### src/rtl/dc_evt_pkg.sv
package dc_evt_pkg;
  localparam int unsigned FLAG_W   = 8;
  localparam int unsigned HOST_W   = 16;
  localparam int unsigned REGION_W = 8;
  localparam int unsigned CLASS_W  = 8;
  localparam logic [FLAG_W-1:0] VLD_FLAGS = 8'h01;
  localparam int unsigned MORE_BIT = 0;

  typedef enum logic {
    ST_IDLE = 1'b0,
    ST_RUN  = 1'b1
  } batch_st_e;
endpackage

### src/rtl/dc_batch_ctrl.sv
module dc_batch_ctrl
  import dc_evt_pkg::*;
#(
  parameter int unsigned CNT_W   = 8,
  parameter int unsigned SUB_W   = 8,
  parameter int unsigned AVL_W   = 16,
  parameter int unsigned MAX_EXT = 16
) (
  input  logic             clk_i,
  input  logic             rst_ni,
  input  logic             start_i,
  input  logic [CNT_W-1:0] count_i,
  input  logic [SUB_W-1:0] subtype_i,
  input  logic [AVL_W-1:0] total_i,
  input  logic             fire_i,
  output logic             busy_o,
  output logic             last_o,
  output logic [SUB_W-1:0] subtype_o,
  output logic [AVL_W-1:0] avail_o,
  output logic             done_o
);
  localparam logic [AVL_W-1:0] MaxExt = AVL_W'(MAX_EXT);
  localparam logic [CNT_W-1:0] One    = CNT_W'(1);

  batch_st_e        st_q;
  logic [CNT_W-1:0] remain_q;
  logic [SUB_W-1:0] sub_q;
  logic [AVL_W-1:0] avail_q;
  logic             done_q;
  logic             launch;

  assign launch = (st_q == ST_IDLE) && start_i;
  assign last_o = (remain_q == One);

  always_ff @(posedge clk_i or negedge rst_ni) begin
    if (!rst_ni) begin
      st_q     <= ST_IDLE;
      remain_q <= '0;
      sub_q    <= '0;
      avail_q  <= '0;
      done_q   <= 1'b0;
    end else begin
      done_q <= 1'b0;
      if (launch) begin
        sub_q   <= subtype_i;
        avail_q <= MaxExt - total_i;
        if (count_i == '0) begin
          done_q <= 1'b1;
        end else begin
          remain_q <= count_i;
          st_q     <= ST_RUN;
        end
      end else if (st_q == ST_RUN && fire_i) begin
        remain_q <= remain_q - One;
        if (last_o) begin
          st_q   <= ST_IDLE;
          done_q <= 1'b1;
        end
      end
    end
  end

  assign busy_o    = (st_q == ST_RUN);
  assign subtype_o = sub_q;
  assign avail_o   = avail_q;
  assign done_o    = done_q;
endmodule

### src/rtl/dc_rec_build.sv
module dc_rec_build
  import dc_evt_pkg::*;
#(
  parameter int unsigned EXT_W    = 64,
  parameter int unsigned ID_W     = 16,
  parameter int unsigned LEN_W    = 8,
  parameter int unsigned TS_W     = 32,
  parameter int unsigned INFO_BIT = 0,
  parameter logic [ID_W-1:0]  EVT_ID  = '0,
  parameter logic [LEN_W-1:0] REC_LEN = '0
) (
  input  logic                busy_i,
  input  logic                last_i,
  input  logic [TS_W-1:0]     ts_i,
  input  logic [EXT_W-1:0]    ext_i,
  output logic [ID_W-1:0]     id_o,
  output logic [CLASS_W-1:0]  class_o,
  output logic [LEN_W-1:0]    len_o,
  output logic [TS_W-1:0]     ts_o,
  output logic [FLAG_W-1:0]   vld_flags_o,
  output logic [HOST_W-1:0]   host_o,
  output logic [REGION_W-1:0] region_o,
  output logic [FLAG_W-1:0]   flags_o,
  output logic [EXT_W-1:0]    ext_o
);
  localparam logic [CLASS_W-1:0] ClassMask = CLASS_W'(1) << INFO_BIT;

  always_comb begin
    id_o        = EVT_ID;
    class_o     = ClassMask;
    len_o       = REC_LEN;
    ts_o        = ts_i;
    vld_flags_o = VLD_FLAGS;
    host_o      = '0;
    region_o    = '0;
    flags_o     = '0;
    flags_o[MORE_BIT] = busy_i && !last_i;
    ext_o       = ext_i;
  end
endmodule

### src/rtl/dc_irq_gen.sv
module dc_irq_gen (
  input  logic clk_i,
  input  logic rst_ni,
  input  logic fire_i,
  input  logic first_i,
  output logic irq_o
);
  logic irq_q;

  always_ff @(posedge clk_i or negedge rst_ni) begin
    if (!rst_ni) irq_q <= 1'b0;
    else         irq_q <= fire_i && first_i;
  end

  assign irq_o = irq_q;
endmodule

### src/rtl/dc_extent_event_gen.sv
module dc_extent_event_gen
  import dc_evt_pkg::*;
#(
  parameter int unsigned EXT_W    = 64,
  parameter int unsigned CNT_W    = 8,
  parameter int unsigned SUB_W    = 8,
  parameter int unsigned AVL_W    = 16,
  parameter int unsigned TS_W     = 32,
  parameter int unsigned ID_W     = 16,
  parameter int unsigned LEN_W    = 8,
  parameter int unsigned MAX_EXT  = 16,
  parameter int unsigned INFO_BIT = 0,
  parameter logic [ID_W-1:0]  EVT_ID  = 16'hCAFE,
  parameter logic [LEN_W-1:0] REC_LEN = 8'h80
) (
  input  logic             clk_i,
  input  logic             rst_ni,
  input  logic             start_i,
  input  logic [SUB_W-1:0] subtype_i,
  input  logic [CNT_W-1:0] ext_count_i,
  input  logic [AVL_W-1:0] total_ext_i,
  input  logic [TS_W-1:0]  timestamp_i,
  input  logic             ext_valid_i,
  input  logic [EXT_W-1:0] ext_data_i,
  output logic             ext_ready_o,
  output logic             rec_valid_o,
  input  logic             rec_ready_i,
  input  logic             rec_first_i,
  output logic [ID_W-1:0]  rec_id_o,
  output logic [7:0]       rec_class_o,
  output logic [LEN_W-1:0] rec_len_o,
  output logic [TS_W-1:0]  rec_ts_o,
  output logic [SUB_W-1:0] rec_subtype_o,
  output logic [7:0]       rec_vld_flags_o,
  output logic [15:0]      rec_host_o,
  output logic [7:0]       rec_region_o,
  output logic [AVL_W-1:0] rec_avail_o,
  output logic [7:0]       rec_flags_o,
  output logic [EXT_W-1:0] rec_extent_o,
  output logic             irq_o,
  output logic             done_o,
  output logic             busy_o
);
  logic busy, last, fire;

  assign fire        = busy && ext_valid_i && rec_ready_i;
  assign rec_valid_o = busy && ext_valid_i;
  assign ext_ready_o = busy && rec_ready_i;
  assign busy_o      = busy;

  dc_batch_ctrl #(
    .CNT_W(CNT_W), .SUB_W(SUB_W), .AVL_W(AVL_W), .MAX_EXT(MAX_EXT)
  ) u_ctrl (
    .clk_i     (clk_i),
    .rst_ni    (rst_ni),
    .start_i   (start_i),
    .count_i   (ext_count_i),
    .subtype_i (subtype_i),
    .total_i   (total_ext_i),
    .fire_i    (fire),
    .busy_o    (busy),
    .last_o    (last),
    .subtype_o (rec_subtype_o),
    .avail_o   (rec_avail_o),
    .done_o    (done_o)
  );

  dc_rec_build #(
    .EXT_W(EXT_W), .ID_W(ID_W), .LEN_W(LEN_W), .TS_W(TS_W),
    .INFO_BIT(INFO_BIT), .EVT_ID(EVT_ID), .REC_LEN(REC_LEN)
  ) u_build (
    .busy_i      (busy),
    .last_i      (last),
    .ts_i        (timestamp_i),
    .ext_i       (ext_data_i),
    .id_o        (rec_id_o),
    .class_o     (rec_class_o),
    .len_o       (rec_len_o),
    .ts_o        (rec_ts_o),
    .vld_flags_o (rec_vld_flags_o),
    .host_o      (rec_host_o),
    .region_o    (rec_region_o),
    .flags_o     (rec_flags_o),
    .ext_o       (rec_extent_o)
  );

  dc_irq_gen u_irq (
    .clk_i   (clk_i),
    .rst_ni  (rst_ni),
    .fire_i  (fire),
    .first_i (rec_first_i),
    .irq_o   (irq_o)
  );
endmodule

### config.mk
export PLATFORM = sky130hd
export DESIGN_NAME = dc_extent_event_gen
export DESIGN_NICKNAME = d
export VERILOG_FILES = /design/src/rtl/dc_evt_pkg.sv /design/src/rtl/dc_batch_ctrl.sv /design/src/rtl/dc_rec_build.sv /design/src/rtl/dc_irq_gen.sv /design/src/rtl/dc_extent_event_gen.sv
export SDC_FILE = /design/constraint.sdc
export NUM_CORES = 1
export LEC_CHECK = 0
export CORE_AREA = 2 2 129 131
export DETAILED_ROUTE_END_ITERATION = 8
export DIE_AREA = 0 0 131 133
export PLACE_DENSITY_LB_ADDON = 0.1
export SLEW_MARGIN = 20
export SYNTH_ARGS = -nofsm -noshare
export SYNTH_HDL_FRONTEND = slang
export SYNTH_HIERARCHICAL = 1
export SYNTH_SLANG_ARGS = --single-unit
### constraint.sdc
create_clock -name clk_i -period 1.9 [get_ports clk_i]
set_clock_uncertainty 0.15 [all_clocks]
set_input_delay 0.19 -clock clk_i [delete_from_list [all_inputs] [get_ports clk_i]]
set_output_delay 0.19 -clock clk_i [all_outputs]
set_load 0.05 [all_outputs]
==> results.py <==
metrics = {
    "timing": {
        "relSlewSlack_pct": 63.8,
        "final_hold_viol_count": 0,
        "drv_slew": 0,
        "max_freq_mhz": 539,
        "period_minus_slack_ns": 1.86,
        "hold_ws_ns": 0.190,
        "grt_setup_unrepaired": "no",
        "fin_crit_sh_pct": 97.7,
        "finalSetupViolations": 0,
        "tightest_slew_ns": 0.541,
    },
    "floorplanning": {
        "io_pins": 331,
        "fp-row-count": 47,
        "die_h_microns": 133,
        "start_util_pct": 19.6,
        "core_area_sq_um": 16200,
        "die_area_sq_um": 17400,
        "die_w_microns": 131,
    },
    "pwr": {
        "power_density_nw_per_um2": 830,
        "vdd_ir_drop_max_v": 0.000367,
        "power_mw": 2.93,
        "p_leak_nw": 1.61,
    },
    "setup_path": {
        "cp-end-kind": "output pin",
        "cp.required_ns": 1.56,
        "regToRegSetupSlack_ns": 0.10,
        "crit_arrival_ns": 1.52,
        "cpPeakStageDelay_ns": 0.45,
        "cp-start-kind": "flop",
        "path_class": "reg -> out",
        "cp_cell_sequence": "or3_4, nor2_4, nor2b_4, buf_4",
        "rr_endpoint": "u_ctrl/remain_q[1]$_DFFE_PN0P_",
        "r2r_cells": 4,
        "crit_slowest_cell": "or3_4",
        "cp_max_fo": 5,
        "reg2reg_from": "u_ctrl/busy_o$_DFFE_PN0P_",
    },
    "synth": {
        "synthDominantCellAreaShare_pct": 39.6,
        "synth_cell_types": 42,
        "yosysTopAreaCell": "buf_4",
        "seq_area_frac_synth_pct": 27.6,
        "synth_flop_cell": "dfrtp_1",
        "netlist_area_sq_um": 3170,
        "synth-edff-count": 0,
        "synthTopCellsByArea": "buf_4 40%, dfrtp_1 28%, nand2_1 5.7%, a2111oi_4 2.6%, xor2_1 2.5%",
        "ys_warn_count": 6,
        "ys_seq_elements": 35,
        "netlist_instances": 373,
        "avgSynthCellArea_sq_um": 8.49,
        "synthArstFlopShare_pct": 100,
    },
    "finish": {
        "multi_input_area_sq_um": 1230,
        "finalNetCount": 519,
        "instances_no_fill": 604,
        "layout-area-overhead-vs-synth_pct": 11.5,
        "seq_area_sq_um": 877,
        "fillers": 1814,
        "drive_gt1_share_pct": 20.4,
    },
    "grt": {
        "grt_pass1_vias": 1993,
        "grt_pass1_wl_mm": 11.8,
        "antenna_found_initial": 1,
        "grt_max_degree": 30,
        "grt_usage_pct": 8.92,
        "grt-ovfl-total": 0,
    },
    "routing": {
        "first_pass_iters": 4,
        "routed_via_density": 3.46,
        "remaining_drc_errors": 0,
        "vias": 2091,
        "drt-initial-drc-count": 95,
        "routed_wl_mm": 8.27,
        "wl_per_cell_microns": 13.7,
        "ant_nets": 0,
    },
    "hold_path": {
        "hold_path_class": "in -> reg",
        "whs_path_depth": 3,
        "worstHoldStart": "total_ext_i[0]",
        "hold_end": "u_ctrl/avail_o[0]$_DFFE_PN0P_",
    },
    "cts": {
        "clk_pin_slew_ns": 0.06,
        "clock_latency_ns": 0.28,
        "cts_made_buffers": 5,
        "numClockSinks": 35,
        "cts-root-buf": "clkbuf_16",
        "htreeDepth": 2,
        "cts_tree": "yes",
        "clock_path_buffers": 2,
    },
    "outcome": {
        "status": "finished, final reports clean",
    },
    "flow_run": {
        "max-cap-violations": 0,
    },
    "placement": {
        "place.gp.congestion": 0.768,
        "dp_cells": 593,
        "hpwl_mm": 6.71,
        "portBuffers": 67,
    },
}
==> registers in the layout, indices dropped and copies added (netlist names) <==
signal and count:
u_ctrl/busy_o 1, u_ctrl/avail_o 16, u_irq/irq_o 1, u_ctrl/done_o 1, u_ctrl/remain_q 8, u_ctrl/subtype_o 8
==> timing repair <==
| action | in CTS | in global routing |
|---|---|---|
| hold buffers | 1 | 0 |
| setup buffers | 1 | 0 |
| endpoints found under the setup margin | 5 | 1 |
| resized for setup | 8 | 1 |
| pin swaps | 7 | 0 |
| hold endpoints to repair | 12 | 0 |
==> placed cells by master (no fill, tap or decap), drive strengths merged, types with 6 or more instances in the layout <==
cell,count
inv,6
xnor2,6
xor2,9
buf,55
a21oi,8
nor4,6
o21ai,17
nor2,15
conb,71
clkdlybuf4s50,50
nand2,48
dfrtp,35
clkbuf,7
==> cell families after synthesis <==
| family | synth area share [%] |
|---|---|
| buffers and inverters | 42.3 |
| and+or+nand+nor | 14.2 |
| AOI/OAI and AO/OA | 9.87 |
| DFF | 27.6 |
| xor gates and xnor gates | 4.15 |
| adders and majority gates | 1.18 |
| other | 0.237 |
| muxes | 0.355 |
==> critical path: cells and delay by family (launching register included) <==
family	cells	cell delay, ns
simple gates	3	0.64
flops	1	0.42
buf+inv	1	0.18
==> where the power goes <==
part	internal (mW)	switching, mW	total, mW
registers	0.864	0.0870	0.951
clock network	0.525	0.325	0.850
logic	0.341	0.791	1.13
==> metal layers <==
| metal | global-route usage (%) | up-vias | part of all wire [%] |
|---|---|---|---|
| met1 | 9.37 | 944 | 36 |
| met4 | 6.32 | 0 | 6.7 |
| met3 | 3.32 | 41 | 9.5 |
| met5 | 0 | - | 0 |
| met2 | 14.5 | 120 | 48 |
| li1 | - | 986 | - |
==> through the flow <==
step           worst slack, ns  TNS [ns]  instance area (sq um)  util [%]
2_1_floorplan            0.118         0                   3430         -
3_5_place_dp            -0.389     -2.22                   3340      20.6
5_1_grt                0.00476         0                   3530      21.8
6_report                0.0430         0                   3530      21.8
4_1_cts                0.00126         0                   3530      21.8
3_3_place_gp            -0.389     -2.29                   3340      20.6
==> cell usage after synthesis, types with 4 or more instances <==
cell      count
buf_4       167
xnor2_1       6
nor4_1        6
inv_1         6
a21oi_1       8
dfrtp_1      35
xor2_1        9
nor2_1       15
o21ai_0      14
nand3_1       4
clkbuf_1      4
nand2_1      48
==> final cells by class <==
| class | instances | share of cell area, % |
|---|---|---|
| well taps | 220 | 7.79 |
| clock inverters | 1 | 0.248 |
| flip-flops and latches | 35 | 24.8 |
| multi-input cells | 226 | 34.9 |
| repair buffers | 108 | 27.5 |
| diodes | 1 | 0.0708 |
| clock buffers | 7 | 4.04 |
| inverters | 6 | 0.637 |
==> worst max path at each step <==
| stage | from | end | slack (ns) | cells after the start |
|---|---|---|---|---|
| 2_1_floorplan | u_ctrl/busy_o$_DFFE_PN0P_ | u_ctrl/remain_q[1]$_DFFE_PN0P_ | 0.12 | 4 |
| 3_3_place_gp | total_ext_i[0] | u_ctrl/avail_o[14]$_DFFE_PN0P_ | -0.39 | 8 |
| 3_5_place_dp | total_ext_i[0] | u_ctrl/avail_o[8]$_DFFE_PN0P_ | -0.39 | 8 |
| 4_1_cts | u_ctrl/remain_q[4]$_DFFE_PN0P_ | rec_flags_o[0] | 0.001 | 4 |
| 5_1_grt | u_ctrl/remain_q[4]$_DFFE_PN0P_ | rec_flags_o[0] | 0.005 | 4 |
| 6_report | u_ctrl/remain_q[4]$_DFFE_PN0P_ | rec_flags_o[0] | 0.04 | 4 |
(Power assumes the default switching activity.)
